File: config.mk
export PLATFORM = sky130hd
export DESIGN_NAME = ser_tx
export DESIGN_NICKNAME = d
export VERILOG_FILES = /design/src/rtl/ser_tx_pkg.sv /design/src/rtl/ser_tx_pace.sv /design/src/rtl/ser_tx_seq.sv /design/src/rtl/ser_tx_shift.sv /design/src/rtl/ser_tx.sv
export SDC_FILE = /design/constraint.sdc
export NUM_CORES = 1
export LEC_CHECK = 0
export ABC_CLOCK_PERIOD_IN_PS = 4000
export BUFFER_PORTS_ARGS = -buffer_cell sky130_fd_sc_hd__buf_4
export CAP_MARGIN = 40
export CORE_MARGIN = 3
export CORE_UTILIZATION = 45
export DETAILED_ROUTE_END_ITERATION = 12
export GPL_TIMING_DRIVEN = 0
export PLACE_DENSITY = 0.66
export SYNTH_ARGS = -nofsm -noshare
export SYNTH_HDL_FRONTEND = slang
export SYNTH_SLANG_ARGS = --single-unit
File: constraint.sdc
create_clock -name clk_i -period 4 [get_ports clk_i]
set_clock_uncertainty 0.1 [all_clocks]
set_input_delay 0.4 -clock clk_i [delete_from_list [all_inputs] [get_ports clk_i]]
set_output_delay 0.4 -clock clk_i [all_outputs]
set_load 0.005 [all_outputs]
File: src/rtl/ser_tx_pkg.sv
package ser_tx_pkg;

  typedef struct packed {
    logic       en;
    logic [2:0] wid;
    logic [1:0] rate;
    logic       inv;
  } cfg_t;

  function automatic logic wid_reserved(input logic [2:0] w);
    return w[2] | w[1];
  endfunction

  function automatic logic rate_reserved(input logic [1:0] r);
    return r[1] & r[0];
  endfunction

endpackage

File: src/rtl/ser_tx_pace.sv
module ser_tx_pace #(
  parameter int DIV_W = 2
) (
  input  logic       clk_i,
  input  logic       rst_ni,
  input  logic       clr,
  input  logic [1:0] rate,
  output logic       slot_end
);
  logic [DIV_W-1:0] div_q, div_d, lim;

  always_comb begin
    case (rate)
      2'b00:   lim = DIV_W'(0);
      2'b01:   lim = DIV_W'(1);
      default: lim = DIV_W'(3);
    endcase
  end

  always_comb begin
    slot_end = !clr && (div_q == lim);
    if (clr || div_q == lim) div_d = '0;
    else                     div_d = div_q + DIV_W'(1);
  end

  always_ff @(posedge clk_i or negedge rst_ni) begin
    if (!rst_ni) div_q <= '0;
    else         div_q <= div_d;
  end
endmodule

File: src/rtl/ser_tx_seq.sv
module ser_tx_seq #(
  parameter int DATA_W     = 10,
  parameter int NARROW_W   = 8,
  parameter int HIGH_SLOTS = 4,
  parameter int IDX_W      = 4
) (
  input  logic             clk_i,
  input  logic             rst_ni,
  input  logic             run,
  input  logic             slot_end,
  input  logic             narrow_cfg,
  input  logic [1:0]       rate_cfg,
  output logic             running,
  output logic             load,
  output logic             shift,
  output logic             narrow_act,
  output logic [1:0]       rate_act,
  output logic             wclk,
  output logic [IDX_W-1:0] idx
);
  localparam logic [IDX_W-1:0] LAST_WIDE   = IDX_W'(DATA_W - 1);
  localparam logic [IDX_W-1:0] LAST_NARROW = IDX_W'(NARROW_W - 1);
  localparam logic [IDX_W-1:0] HIGH_LIM    = IDX_W'(HIGH_SLOTS);

  logic             run_q, run_d;
  logic [IDX_W-1:0] idx_q, idx_d;
  logic             nar_q, nar_d;
  logic [1:0]       rate_q, rate_d;
  logic             last;

  always_comb begin
    last  = idx_q == (nar_q ? LAST_NARROW : LAST_WIDE);
    load  = run && (!run_q || (slot_end && last));
    shift = run && run_q && slot_end && !last;
    run_d  = run;
    nar_d  = load ? narrow_cfg : nar_q;
    rate_d = load ? rate_cfg : rate_q;
    if (!run || load) idx_d = '0;
    else if (shift)   idx_d = idx_q + IDX_W'(1);
    else              idx_d = idx_q;
  end

  always_ff @(posedge clk_i or negedge rst_ni) begin
    if (!rst_ni) begin
      run_q  <= 1'b0;
      idx_q  <= '0;
      nar_q  <= 1'b0;
      rate_q <= 2'b00;
    end else begin
      run_q  <= run_d;
      idx_q  <= idx_d;
      nar_q  <= nar_d;
      rate_q <= rate_d;
    end
  end

  assign running    = run_q;
  assign narrow_act = nar_q;
  assign rate_act   = rate_q;
  assign idx        = idx_q;
  assign wclk       = run_q && (idx_q < HIGH_LIM);
endmodule

File: src/rtl/ser_tx_shift.sv
module ser_tx_shift #(
  parameter int DATA_W   = 10,
  parameter int NARROW_W = 8
) (
  input  logic              clk_i,
  input  logic              rst_ni,
  input  logic              clr,
  input  logic              load,
  input  logic              shift,
  input  logic              narrow,
  input  logic [DATA_W-1:0] word_i,
  output logic              bit_o
);
  localparam int SKIP = DATA_W - NARROW_W;

  logic [DATA_W-1:0] sh_q, sh_d;

  always_comb begin
    if (clr)        sh_d = '0;
    else if (load)  sh_d = narrow ? (word_i >> SKIP) : word_i;
    else if (shift) sh_d = sh_q >> 1;
    else            sh_d = sh_q;
  end

  always_ff @(posedge clk_i or negedge rst_ni) begin
    if (!rst_ni) sh_q <= '0;
    else         sh_q <= sh_d;
  end

  assign bit_o = sh_q[0];
endmodule

File: src/rtl/ser_tx.sv
module ser_tx #(
  parameter int DATA_W     = 10,
  parameter int NARROW_W   = 8,
  parameter int HIGH_SLOTS = 4,
  parameter int DIV_W      = 2
) (
  input  logic              clk_i,
  input  logic              rst_ni,
  input  logic              cfg_enable,
  input  logic [2:0]        cfg_width,
  input  logic [1:0]        cfg_rate,
  input  logic              cfg_invert,
  input  logic [DATA_W-1:0] word_i,
  output logic              ser_p,
  output logic              ser_n,
  output logic              word_clk,
  output logic              cfg_err
);
  import ser_tx_pkg::*;

  localparam int IDX_W = $clog2(DATA_W);

  cfg_t             cfg_q, cfg_d;
  logic             run, running, load, shift, slot_end;
  logic             narrow_act, sh_bit;
  logic [1:0]       rate_act;
  logic [IDX_W-1:0] idx;

  always_comb begin
    cfg_d.en   = cfg_enable;
    cfg_d.wid  = cfg_width;
    cfg_d.rate = cfg_rate;
    cfg_d.inv  = cfg_invert;
  end

  always_ff @(posedge clk_i or negedge rst_ni) begin
    if (!rst_ni) cfg_q <= '0;
    else         cfg_q <= cfg_d;
  end

  assign cfg_err = wid_reserved(cfg_q.wid) | rate_reserved(cfg_q.rate);
  assign run     = cfg_q.en && !cfg_err;

  ser_tx_pace #(.DIV_W(DIV_W)) u_pace (
    .clk_i(clk_i), .rst_ni(rst_ni), .clr(!running),
    .rate(rate_act), .slot_end(slot_end)
  );

  ser_tx_seq #(
    .DATA_W(DATA_W), .NARROW_W(NARROW_W),
    .HIGH_SLOTS(HIGH_SLOTS), .IDX_W(IDX_W)
  ) u_seq (
    .clk_i(clk_i), .rst_ni(rst_ni), .run(run), .slot_end(slot_end),
    .narrow_cfg(cfg_q.wid[0]), .rate_cfg(cfg_q.rate),
    .running(running), .load(load), .shift(shift),
    .narrow_act(narrow_act), .rate_act(rate_act),
    .wclk(word_clk), .idx(idx)
  );

  ser_tx_shift #(.DATA_W(DATA_W), .NARROW_W(NARROW_W)) u_shift (
    .clk_i(clk_i), .rst_ni(rst_ni), .clr(!run), .load(load),
    .shift(shift), .narrow(cfg_q.wid[0]), .word_i(word_i), .bit_o(sh_bit)
  );

  assign ser_p = (sh_bit & running) ^ cfg_q.inv;
  assign ser_n = ~ser_p;
endmodule

# --- Word level (Yosys, flattened, before mapping) ---
# Cells that the tools add are included.
word_totals:
  register_bits: 27
  in_bits: 19
  mem_count: 0
  wordCells: 49
  ram_bits: 0
  latch_bits: 0
  romBits: 0
classes:
  order_cmp: 1
  n_shift: 0
  reduce_logical: 17
  div: 0
  n_eq_ne: 4
  muxes: 9
  n_bitwise: 6
  n_addsub: 2
  n_mul: 0
ops:
  columns: ["op", "n"]
  rows:
  - ["10-bit two-way mux", 4]
  - ["4-bit two-way mux", 3]
  - ["1-bit logical AND", 8]
  - ["4-bit by 1-bit adder with 4-bit output (second input constant)", 1]
  - ["4-bit equality test", 1]
  - ["1-bit logical NOT", 4]
  - ["4-bit by 3-bit less-than comparator with 1-bit output (second input constant)", 1]
  - ["2-bit one-hot mux with 2 select lines", 1]
  - ["1-bit logical OR", 3]
  - ["3-bit inequality test (second input constant)", 1]
  - ["2-bit by 1-bit adder with 2-bit output (second input constant)", 1]
  - ["1-bit bitwise AND", 2]
  - ["2-bit by 1-bit equality test with 1-bit output (second input constant)", 1]
  - ["2-bit equality test", 1]
  - ["2-bit logical NOT", 1]
  - ["2-bit two-way mux", 1]
  - ["1-bit OR", 2]
  - ["2-bit nonzero test", 1]
  - ["1-bit NOT", 1]
  - ["1-bit bitwise XOR", 1]

# --- Logic depth before layout (Yosys ltp) ---
# Gate-level depths: netlist (run 1).
logic_depth:
  ltp_word: 10
  depth_mapped: 6
  depth_no_buf: 5

# --- Hierarchy ---
# A second synthesis (run 1) with hierarchy kept.
unflattened:
  cells_unflattened: 130
  area_unflattened_um2: 1482.7
modules_own_cells:
  columns: ["mod", "seq_area_each_um2", "area_each_um2", "instances", "cells_per_inst"]
  rows:
  - ["ser_tx_shift", 250.2, 599.3, 1, 48]
  - ["ser_tx_seq", 200.2, 546.8, 1, 55]
  - ["ser_tx", 175.2, 226.5, 1, 15]
  - ["ser_tx_pace", 50.0, 110.1, 1, 12]

# --- Worst setup path after synthesis (run 1) ---
# Ideal clock, no wire load.
synth_path:
  kind: "register to register"
  startpoint: "reg u_seq.idx_q[1], in the netlist u_seq.idx[1]"
  endpoint: "reg u_shift.sh_q[3]"
  path_stages_with_launch: 6
  setup_time_ns: 0.122
  t_arrival_ns: 1.530
  t_required_ns: 3.778
  slack_ns: 2.248
  cell_sequence: "dfrtp_1 > nor4b_4 > o21ai_2 > buf_6 > a221o_1 > a32o_1"
synth_between:
  elab_chain_len: 6
  elab_cells_between_ends: 9
  cone_classes: "eq/ne: 2; mux: 2; reduce/logical: 5"
synth_rtl:
  columns: ["element", "line_no", "text"]
  rows:
  - ["start, declared", "ser_tx_seq.sv:26", "logic [IDX_W-1:0] idx_q, idx_d;"]
  - ["start signal, assigned", "ser_tx_seq.sv:51", "idx_q <= idx_d;"]
  - ["4-bit equality test *", "ser_tx_seq.sv:32", "last = idx_q == (nar_q ? LAST_NARROW : LAST_WIDE);"]
  - ["1-bit logical AND", "ser_tx_seq.sv:33", "load = run && (!run_q || (slot_end && last));"]
  - ["1-bit logical OR", "ser_tx_seq.sv:33", null]
  - ["1-bit logical AND", "ser_tx_seq.sv:33", null]
  - ["10-bit two-way mux", "ser_tx_shift.sv:20", "else if (load) sh_d = narrow ? (word_i >> SKIP) : word_i;"]
  - ["10-bit two-way mux", "ser_tx_shift.sv:19", "if (clr) sh_d = '0;"]
  - ["end signal, assigned", "ser_tx_shift.sv:26", "if (!rst_ni) sh_q <= '0;"]
  - ["end signal, assigned", "ser_tx_shift.sv:27", "else sh_q <= sh_d;"]
  - ["end, declared", "ser_tx_shift.sv:16", "logic [DATA_W-1:0] sh_q, sh_d;"]
# Mark *: on every way between the ends. The rest lies on a longest branch, timed or not.
# A chain may end at the register's enable or synchronous reset.

# --- Worst setup path in the final report (run 1) ---
layout_path:
  startpoint: "reg u_seq.run_q, in the netlist u_seq.running"
  endpoint: "out ser_n"
layout_between:
  elab_chain_len: 3
layout_rtl:
  columns: ["element", "line_no", "text"]
  rows:
  - ["start, declared", "ser_tx_seq.sv:25", "logic run_q, run_d;"]
  - ["start signal, assigned", "ser_tx_seq.sv:50", "run_q <= run_d;"]
  - ["1-bit bitwise AND", "ser_tx.sv:65", "assign ser_p = (sh_bit & running) ^ cfg_q.inv;"]
  - ["1-bit bitwise XOR", "ser_tx.sv:65", null]
  - ["1-bit NOT", "ser_tx.sv:66", "assign ser_n = ~ser_p;"]
  - ["end, declared", "ser_tx.sv:15", "output logic ser_n,"]
# Every way passes these cells.

==> impl_metrics.py, run 1 <==
metrics = {
    "finish": {
        "num-fill-cells": 276,
        "seqCellArea_um2": 676,
        "finish.net_count": 165,
        "layout.core_utilization_pct": 57.2,
        "post_route_cells_drive_above_1_share_pct": 26.4,
        "multi_input_gate_area_in_the_final_layout_um2": 634,
        "num_antenna_cells": 0,
        "area_growth_pct": 17.5,
    },
    "run_status": {
        "outcome": "completed",
    },
    "global_route": {
        "number_of_global_route_vias_before_repair": 1019,
        "number_of_antenna_violations_at_the_first_check_in_global_routing": 0,
        "wire_length_of_the_first_global_routing_pass_mm": 4.61,
        "grt_start_max_net_pins": 28,
        "grtUsageTotal_pct": 16.7,
        "grt-ovfl-total": 0,
    },
    "timing": {
        "worst_pin_slew_ns": 0.426,
        "grt_setup_unrepaired": "false",
        "final_min_period_over_clock_period_pct": 59.3,
        "final.min_clock_period_ns": 2.37,
        "finalSetupTns_ns": 0,
        "final_max_slew_viol_count": 0,
        "slew_headroom_pct": 71.4,
        "timing_hold_violations_final": 0,
        "setup_viol": 0,
        "maximum_clock_frequency_mhz": 422,
    },
    "clock_tree": {
        "cts_resized": 0,
        "clock_tree.htree_level_count": 1,
        "insertion_delay_ns": 0.33,
        "clock-sinks": 27,
        "postCtsSetupRepairBufs": 0,
        "tritoncts": "built",
        "clk_root_buf": "sky130_fd_sc_hd__clkbuf_4",
        "clockBufferDepth": 2,
        "numCtsBuffers": 3,
        "post_cts_hold_buffer_count": 1,
        "clk_pin_slew_worst_setup_hold_paths_ns": 0.15,
    },
    "synthesis": {
        "synth_top_area_share_pct": 49.1,
        "avgSynthCellArea_um2": 11.8,
        "most_numerous_cell_types_in_the_synthesized_netlist": "sky130_fd_sc_hd__dfrtp_1, sky130_fd_sc_hd__nand3b_1, sky130_fd_sc_hd__a221o_1, sky130_fd_sc_hd__a32o_1",
        "asyncSetResetFlopFracSynth_pct": 100,
        "synth-main-ff-cell": "sky130_fd_sc_hd__dfrtp_1",
        "seq_area_frac_synth_pct": 49.1,
        "mappedNetlistArea_mm2": 0.00138,
        "synthMostInstantiatedCell": "sky130_fd_sc_hd__dfrtp_1",
        "post_synthesis_sequential_element_count": 27,
        "yosys-top-cells-area": "sky130_fd_sc_hd__dfrtp_1, sky130_fd_sc_hd__a221o_1, sky130_fd_sc_hd__a32o_1",
        "synth_warnings": 0,
        "synth_edf_count": 0,
        "synth_largest_area_cell": "sky130_fd_sc_hd__dfrtp_1",
        "syn-instance-count": 117,
        "synth_fp_nets": 137,
        "synth_cell_types": 40,
    },
    "setup_path": {
        "endpoint_kind": "output pin",
        "cp.arrival_ns": 1.87,
        "cp_max_fo": 10,
        "setup.worst_path.start_class": "register",
        "worst-setup-path-type": "reg2out",
        "cp.required_ns": 3.50,
    },
    "routing": {
        "postRouteWirelength_mm": 2.84,
        "wl_per_cell_um": 16.2,
        "drc_errors": 0,
        "first_pass_detailed_route_iteration_total": 4,
        "vias_per_cell": 5.98,
        "detailedRoute.firstIterationViolations": 32,
        "detailroute.via_count": 1047,
        "postRouteAntennaNets": 0,
    },
    "power_and_ir_drop": {
        "vdd.ir_drop.worst_v": 0.000218,
        "leakagePower_nw": 0.682,
        "power_density_mw_per_mm2": 310,
    },
    "placement": {
        "port_buffers": 22,
        "dp_hpwl_mm": 2.10,
        "place.gp.congestion": 0.852,
    },
    "hold_path": {
        "min-delay-path-class": "in2reg",
    },
    "die": {
        "horiz_die_dim_um": 61.3,
        "core.rowCount": 19,
        "dieArea_mm2": 0.00376,
        "design.core.area_mm2": 0.00283,
        "die_h_um": 61.3,
        "initial_utilization_pct": 48.7,
        "design.portCount": 23,
    },
    "run": {
        "timing.max_cap.violations": 0,
    },
}
[placed cells by master, fill, tap and decap left out, types with 2 or more instances in the layout]
cell                       count
sky130_fd_sc_hd__and2b_1       2
sky130_fd_sc_hd__dfrtp_1      27
sky130_fd_sc_hd__nor2_1        4
sky130_fd_sc_hd__nand2_1       6
sky130_fd_sc_hd__nor3_1        2
sky130_fd_sc_hd__inv_1         4
sky130_fd_sc_hd__a211oi_2      2
sky130_fd_sc_hd__a32o_1        8
sky130_fd_sc_hd__nor2b_1       6
sky130_fd_sc_hd__a21oi_1       4
sky130_fd_sc_hd__buf_4        23
sky130_fd_sc_hd__buf_6         2
sky130_fd_sc_hd__nand3b_1      9
sky130_fd_sc_hd__clkbuf_4      3
sky130_fd_sc_hd__a221o_1       8
sky130_fd_sc_hd__xnor2_1       4
sky130_fd_sc_hd__mux2_1        3
sky130_fd_sc_hd__a211oi_1      2
[final cells by class]
type,instances,area share [%]
plain buffers,6,2.94
inverters,5,1.16
clock buffers,3,1.39
well taps,31,2.40
repair buffers,23,10.8
clock inverters,1,0.309
flip-flops and latches,27,41.8
multi-input cells,79,39.2
[worst paths after layout]
check | start | to | slack [ns] | depth (start not counted)
max reg2reg | u_pace.div_q[0]$_DFF_PN0_ | u_seq.rate_act[0]$_DFFE_PN0N_ | 2.08 | 4
max | u_seq.running$_DFF_PN0_ | ser_n | 1.63 | 7
min reg2reg | u_shift.sh_q[5]$_DFFE_PN0P_ | u_shift.sh_q[5]$_DFFE_PN0P_ | 0.40 | 1
max in group asynchronous | rst_ni | u_seq.idx[3]$_DFFE_PN0P_ | 3.15 | 2
min | cfg_enable | cfg_q[6]$_DFF_PN0_ | 0.06 | 1
min in group asynchronous | rst_ni | u_shift.sh_q[9]$_DFFE_PN0P_ | 0.40 | 2
[critical path: stages (launching register included)]
cell	delay (ns)
sky130_fd_sc_hd__dfrtp_1	0.36
sky130_fd_sc_hd__clkbuf_1	0.35
sky130_fd_sc_hd__buf_6	0.20
sky130_fd_sc_hd__buf_4	0.18
sky130_fd_sc_hd__nand2_1	0.08
sky130_fd_sc_hd__xnor2_1	0.19
sky130_fd_sc_hd__inv_1	0.06
sky130_fd_sc_hd__buf_4	0.13
[registers in the layout (all words and copies together) (netlist names)]
name              cells
u_shift.sh_q         10
u_seq.running         1
u_pace.div_q          2
u_seq.narrow_act      1
u_seq.idx             4
u_seq.rate_act        2
cfg_q                 7
[cell families (layout without fill, tap and decap cells)]
group           count (synthesis)  after routing  synth area share, %
simple gates                   38             38                 18.3
fa+ha+maj                       1              1                0.909
xor+xnor                        4              4                 2.55
compound gates                 33             33                 21.9
buf+inv                        11             38                 4.82
mux                             3              3                 2.45
flops                          27             27                 49.1
[per-layer routing]
layer	vias to the layer above	GRT usage (%)	part of all wire, %
met4	0	6.50	1.1
met2	19	26.7	48
li1	502	-	-
met3	4	2.31	3.7
met5	-	0	0
met1	522	22.8	48
[power breakdown]
group,switching (mW),internal (mW)
sequential,0.0107,0.287
clock,0.0822,0.0376
combinational,0.0425,0.0416
total,0.135,0.366
[metrics by stage]
stage          setup slack, ns  cell area [µm²]  total power [mW]  instances  hold WS [ns]
2_1_floorplan             2.25             1380             0.351        117       0.00441
3_3_place_gp              2.05             1580             0.384        170         0.229
3_5_place_dp              2.01             1580             0.387        170         0.231
4_1_cts                   1.62             1620             0.506        175        0.0549
5_1_grt                   1.52             1620             0.527        175        0.0324
6_report                  1.63             1620             0.501        175        0.0606
Note: power is estimated with default switching activity, not from simulation.
==> run 2: changes to the inputs <==
- ABC_CLOCK_PERIOD_IN_PS: 4000 -> 2140
- PLACE_DENSITY: 0.66 -> 0.69
- clock period: 4 -> 2.14 ns (I/O delays scaled with it)
==> impl_metrics.py, run 2 (synthesis results as in run 1) <==
metrics = {
    "run_status": {
        "outcome": "completed",
    },
    "placement": {
        "placed_cells": 170,
        "dp_hpwl_mm": 2.06,
        "placement.cell_area_mm2": 0.00158,
        "place.gp.congestion": 0.848,
        "port_buffers": 22,
        "placement.setup.worst_slack_ns": 0.236,
    },
    "clock_tree": {
        "numCtsBuffers": 3,
        "clock_tree.htree_level_count": 1,
        "clk_root_buf": "sky130_fd_sc_hd__clkbuf_4",
        "clock-sinks": 27,
        "tritoncts": "built",
        "clockBufferDepth": 2,
        "postCtsSetupRepairBufs": 0,
        "insertion_delay_ns": 0.32,
        "clk_pin_slew_worst_setup_hold_paths_ns": 0.15,
    },
    "setup_path": {
        "critical_path.reg2reg.endpoint": "u_seq.rate_act[0]$_DFFE_PN0N_",
        "cell_count_of_the_worst_reg_to_reg_path": 4,
        "setup.worst_path.start_class": "register",
        "cp_max_fo": 10,
        "worst_r2r_startpoint": "u_pace.div_q[0]$_DFF_PN0_",
        "cp.arrival_ns": 1.65,
        "cp.required_ns": 1.83,
        "worst-setup-path-type": "reg2out",
        "endpoint_kind": "output pin",
        "worst-r2r-setup-slack_ns": 0.22,
    },
    "finish": {
        "num_antenna_cells": 0,
        "largest_reg_flops": 10,
        "finish.net_count": 173,
        "final_common_cell": "sky130_fd_sc_hd__dfrtp_1",
        "area_growth_pct": 23.7,
        "registers.top_by_ff_count": "u_shift.sh_q",
        "fin_area_mm2": 0.00170,
        "final_cell_mix": "sky130_fd_sc_hd__dfrtp_1, sky130_fd_sc_hd__buf_4, sky130_fd_sc_hd__dlygate4sd3_1",
        "post_route_cells_drive_above_1_share_pct": 24.3,
        "num-fill-cells": 233,
        "layout.core_utilization_pct": 60.2,
        "final_cells": 183,
    },
    "timing": {
        "grt_setup_unrepaired": "false",
        "hold_slack_ns": 0.184,
        "final.setup.worst_slack_ns": 0.176,
        "final_min_period_over_clock_period_pct": 91.8,
        "timing_hold_violations_final": 0,
        "worst_pin_slew_ns": 0.417,
        "setup_viol": 0,
        "maximum_clock_frequency_mhz": 509,
        "finalSetupTns_ns": 0,
        "slew_headroom_pct": 72.0,
        "final.min_clock_period_ns": 1.96,
        "final_max_slew_viol_count": 0,
    },
    "power_and_ir_drop": {
        "vdd.ir_drop.worst_v": 0.000360,
        "power_density_mw_per_mm2": 555,
        "leakagePower_nw": 0.716,
        "report.power.total_mw": 0.945,
    },
    "die": {
        "design.core.area_mm2": 0.00283,
        "die_h_um": 61.3,
        "core.rowCount": 19,
        "horiz_die_dim_um": 61.3,
        "dieArea_mm2": 0.00376,
        "initial_utilization_pct": 48.7,
        "design.portCount": 23,
    },
    "routing": {
        "postRouteAntennaNets": 0,
        "drc_errors": 0,
        "vias_per_cell": 6.02,
        "postRouteWirelength_mm": 2.93,
        "wl_per_cell_um": 16.0,
        "first_pass_detailed_route_iteration_total": 4,
        "detailedRoute.firstIterationViolations": 93,
        "detailroute.via_count": 1101,
    },
    "global_route": {
        "grt-ovfl-total": 0,
        "number_of_antenna_violations_at_the_first_check_in_global_routing": 0,
        "wire_length_of_the_first_global_routing_pass_mm": 4.75,
        "number_of_global_route_vias_before_repair": 1049,
        "grtUsageTotal_pct": 16.9,
        "grt_start_max_net_pins": 28,
    },
    "hold_path": {
        "min-delay-path-class": "in2reg",
        "min_delay_worst_endpoint": "u_shift.sh_q[2]$_DFFE_PN0P_",
        "hold_path_depth": 3,
        "min_delay_src": "word_i[4]",
    },
    "run": {
        "timing.max_cap.violations": 0,
    },
}
run 2: changes by cell type in the layout (fill, tap and decap cells not counted):
cell	delta
sky130_fd_sc_hd__clkinv_2	-1
sky130_fd_sc_hd__dlygate4sd3_1	+9
run 2: final cells by class:
class                           instances  area, µm²  area share (%)
Sequential cell                        27        676            39.7
Multi-Input combinational cell         79        634            37.3
Timing Repair Buffer                   32        265            15.6
Buffer                                  5       43.8            2.57
Tap cell                               31       38.8            2.28
Clock buffer                            4       26.3            1.54
Inverter                                5       18.8            1.10
run 2: power by group:
part           switching [mW]  total [mW]  leakage [nW]  internal (mW)
Combinational          0.0791       0.167         0.348         0.0881
Sequential             0.0224       0.558         0.353          0.536
Clock                   0.147       0.220        0.0150         0.0730
run 2: worst max-delay path by stage:
stage                                          to                      start  depth (start not counted)
floorplan             u_shift.sh_q[3]$_DFFE_PN0P_   u_seq.idx[1]$_DFFE_PN0P_                          5
global placement      u_shift.sh_q[6]$_DFFE_PN0P_   u_seq.idx[1]$_DFFE_PN0P_                          5
detailed placement  u_seq.rate_act[0]$_DFFE_PN0N_  u_pace.div_q[0]$_DFF_PN0_                          4
CTS                                         ser_n    u_seq.running$_DFF_PN0_                          7
global route                                ser_n    u_seq.running$_DFF_PN0_                          6
finish                                      ser_n    u_seq.running$_DFF_PN0_                          6
run 2: critical path, cell delays in order, from the launching register on:
cell and delay, ns:
sky130_fd_sc_hd__dfrtp_1 0.53, sky130_fd_sc_hd__buf_6 0.19, sky130_fd_sc_hd__buf_4 0.17, sky130_fd_sc_hd__nand2_1 0.08, sky130_fd_sc_hd__xnor2_1 0.18, sky130_fd_sc_hd__inv_1 0.06, sky130_fd_sc_hd__buf_4 0.13
run 2: layer usage:
metal  routed length, µm  track usage, %  part of all wire [%]  vias up
met4                  16            5.57                  0.55        0
met1                1370            24.2                    47      549
met5                   0               0                     0        -
met3                 134            2.73                   4.6        2
met2                1410            25.8                    48       31
li1                    -               -                     -      519
run 2: what timing repair did:
item / CTS / global route
resized for setup: 0 / 0
endpoints found under the setup margin: 0 / 2
endpoints found under the hold margin: 35 / 1
hold buffers: 9 / 1
==> run 3: changes to the inputs <==
- CTS_BUF_LIST: not set -> sky130_fd_sc_hd__clkbuf_8
==> impl_metrics.py, run 3 (synthesis results as in run 1) <==
metrics = {
    "global_route": {
        "number_of_antenna_violations_at_the_first_check_in_global_routing": 0,
        "grt_start_max_net_pins": 28,
        "number_of_global_route_vias_before_repair": 1043,
        "wire_length_of_the_first_global_routing_pass_mm": 4.68,
        "grtUsageTotal_pct": 16.6,
        "grt-ovfl-total": 0,
    },
    "clock_tree": {
        "clk_pin_slew_worst_setup_hold_paths_ns": 0.09,
        "clockBufferDepth": 2,
        "clock-sinks": 27,
        "clk_root_buf": "sky130_fd_sc_hd__clkbuf_8",
        "tritoncts": "built",
        "insertion_delay_ns": 0.27,
        "clock_tree.htree_level_count": 1,
        "numCtsBuffers": 3,
    },
    "routing": {
        "detailedRoute.firstIterationViolations": 56,
        "wl_per_cell_um": 15.8,
        "first_pass_detailed_route_iteration_total": 4,
        "postRouteAntennaNets": 0,
        "drc_errors": 0,
        "vias_per_cell": 5.99,
        "detailroute.via_count": 1085,
        "postRouteWirelength_mm": 2.86,
    },
    "hold_path": {
        "min-delay-path-class": "in2reg",
    },
    "die": {
        "design.portCount": 23,
        "initial_utilization_pct": 48.7,
        "die_h_um": 61.3,
        "design.core.area_mm2": 0.00283,
        "horiz_die_dim_um": 61.3,
        "dieArea_mm2": 0.00376,
        "core.rowCount": 19,
    },
    "finish": {
        "largest_reg_flops": 10,
        "area_growth_pct": 23.6,
        "final_cell_mix": "sky130_fd_sc_hd__dfrtp_1, sky130_fd_sc_hd__buf_4, sky130_fd_sc_hd__nand3b_1",
        "post_route_cells_drive_above_1_share_pct": 24.7,
        "num_antenna_cells": 0,
        "registers.top_by_ff_count": "u_shift.sh_q",
        "finish.net_count": 171,
        "final_common_cell": "sky130_fd_sc_hd__dfrtp_1",
    },
    "setup_path": {
        "timing.critical_path.mode_cell": "sky130_fd_sc_hd__a211oi_2",
        "timing.critical_path.cells": "xnor2_1 > a211oi_2 > a211oi_2 > mux2_1",
        "critPathSlowestCell": "sky130_fd_sc_hd__dfrtp_1",
        "worst-setup-path-type": "reg2reg",
        "endpoint_kind": "register",
        "cp_max_fo": 5,
        "setup.worst_path.start_class": "register",
        "worst-r2r-setup-slack_ns": 0.22,
        "cp.required_ns": 2.19,
        "cp.arrival_ns": 1.97,
        "critical-path-max-stage-delay_ns": 0.43,
    },
    "timing": {
        "final.min_clock_period_ns": 1.92,
        "hold_slack_ns": 0.0624,
        "grt_setup_unrepaired": "false",
        "finalSetupTns_ns": 0,
        "final_min_period_over_clock_period_pct": 89.5,
        "setup_viol": 0,
        "worst_pin_slew_ns": 0.421,
        "final_max_slew_viol_count": 0,
        "timing_hold_violations_final": 0,
        "maximum_clock_frequency_mhz": 522,
        "slew_headroom_pct": 71.7,
    },
    "power_and_ir_drop": {
        "power_density_mw_per_mm2": 588,
        "leakagePower_nw": 0.719,
        "vdd.ir_drop.worst_v": 0.000351,
    },
    "run_status": {
        "outcome": "completed",
    },
    "run": {
        "timing.max_cap.violations": 0,
    },
    "placement": {
        "dp_hpwl_mm": 2.06,
        "place.gp.congestion": 0.848,
        "port_buffers": 22,
    },
}
-- run 3: critical path: cells and delay by family (launching register included) --
family,cells,cell delay (ns)
mux,1,0.36
xor+xnor,1,0.38
flops,1,0.43
compound gates,2,0.53
-- run 3: cell type report --
cell class              instances  area [µm²]
clock inverters                 1        3.75
repair buffers                 30         245
inverters                       5        18.8
multi-input cells              79         634
plain buffers                   5        43.8
flip-flops and latches         27         676
clock buffers                   3        41.3
well taps                      31        38.8
fillers                       230        1130
-- run 3: through the flow --
stage          worst slack [ns]  instance area (µm²)  instances  utilization [%]  total power [mW]
4_1_cts                   0.102                 1710        182             60.3              1.02
3_5_place_dp              0.236                 1580        170             55.9             0.721
5_1_grt                  0.0860                 1700        181             60.2              1.06
3_3_place_gp              0.276                 1580        170             55.9             0.716
6_report                  0.224                 1700        181             60.2              1.00
2_1_floorplan             0.388                 1380        117                -             0.656
-- run 3: where the power goes --
part	internal (mW)	switching (mW)
Sequential	0.536	0.0223
Clock	0.128	0.150
Combinational	0.0857	0.0783
Total	0.750	0.250
-- run 3: final timing paths --
kind | cells after the start | endpoint | from
worst max-delay path | 4 | u_seq.rate_act[0]$_DFFE_PN0N_ | u_pace.div_q[0]$_DFF_PN0_
worst min-delay path | 2 | u_shift.sh_q[8]$_DFFE_PN0P_ | word_i[8]
worst max register to register | 4 | u_seq.rate_act[0]$_DFFE_PN0N_ | u_pace.div_q[0]$_DFF_PN0_
worst min register to register | 1 | u_shift.sh_q[2]$_DFFE_PN0P_ | u_shift.sh_q[2]$_DFFE_PN0P_
max in group asynchronous | 2 | u_seq.rate_act[0]$_DFFE_PN0N_ | rst_ni
min in group asynchronous | 2 | u_shift.sh_q[6]$_DFFE_PN0P_ | rst_ni
-- run 3: timing repair --
action | 4_1_cts | 5_1_grt
hold buffers | 8 | 0
resized for setup | 0 | 0
endpoints found under the setup margin | 0 | 1
buffers inserted | 0 | 0
endpoints found under the hold margin | 34 | 0
-- run 3: metal layers --
metal	vias up	part of all wire (%)	track usage [%]
met1	534	47	23.6
li1	518	-	-
met3	4	4.2	2.73
met4	0	1.0	5.88
met5	-	0	0
met2	29	47	25.4
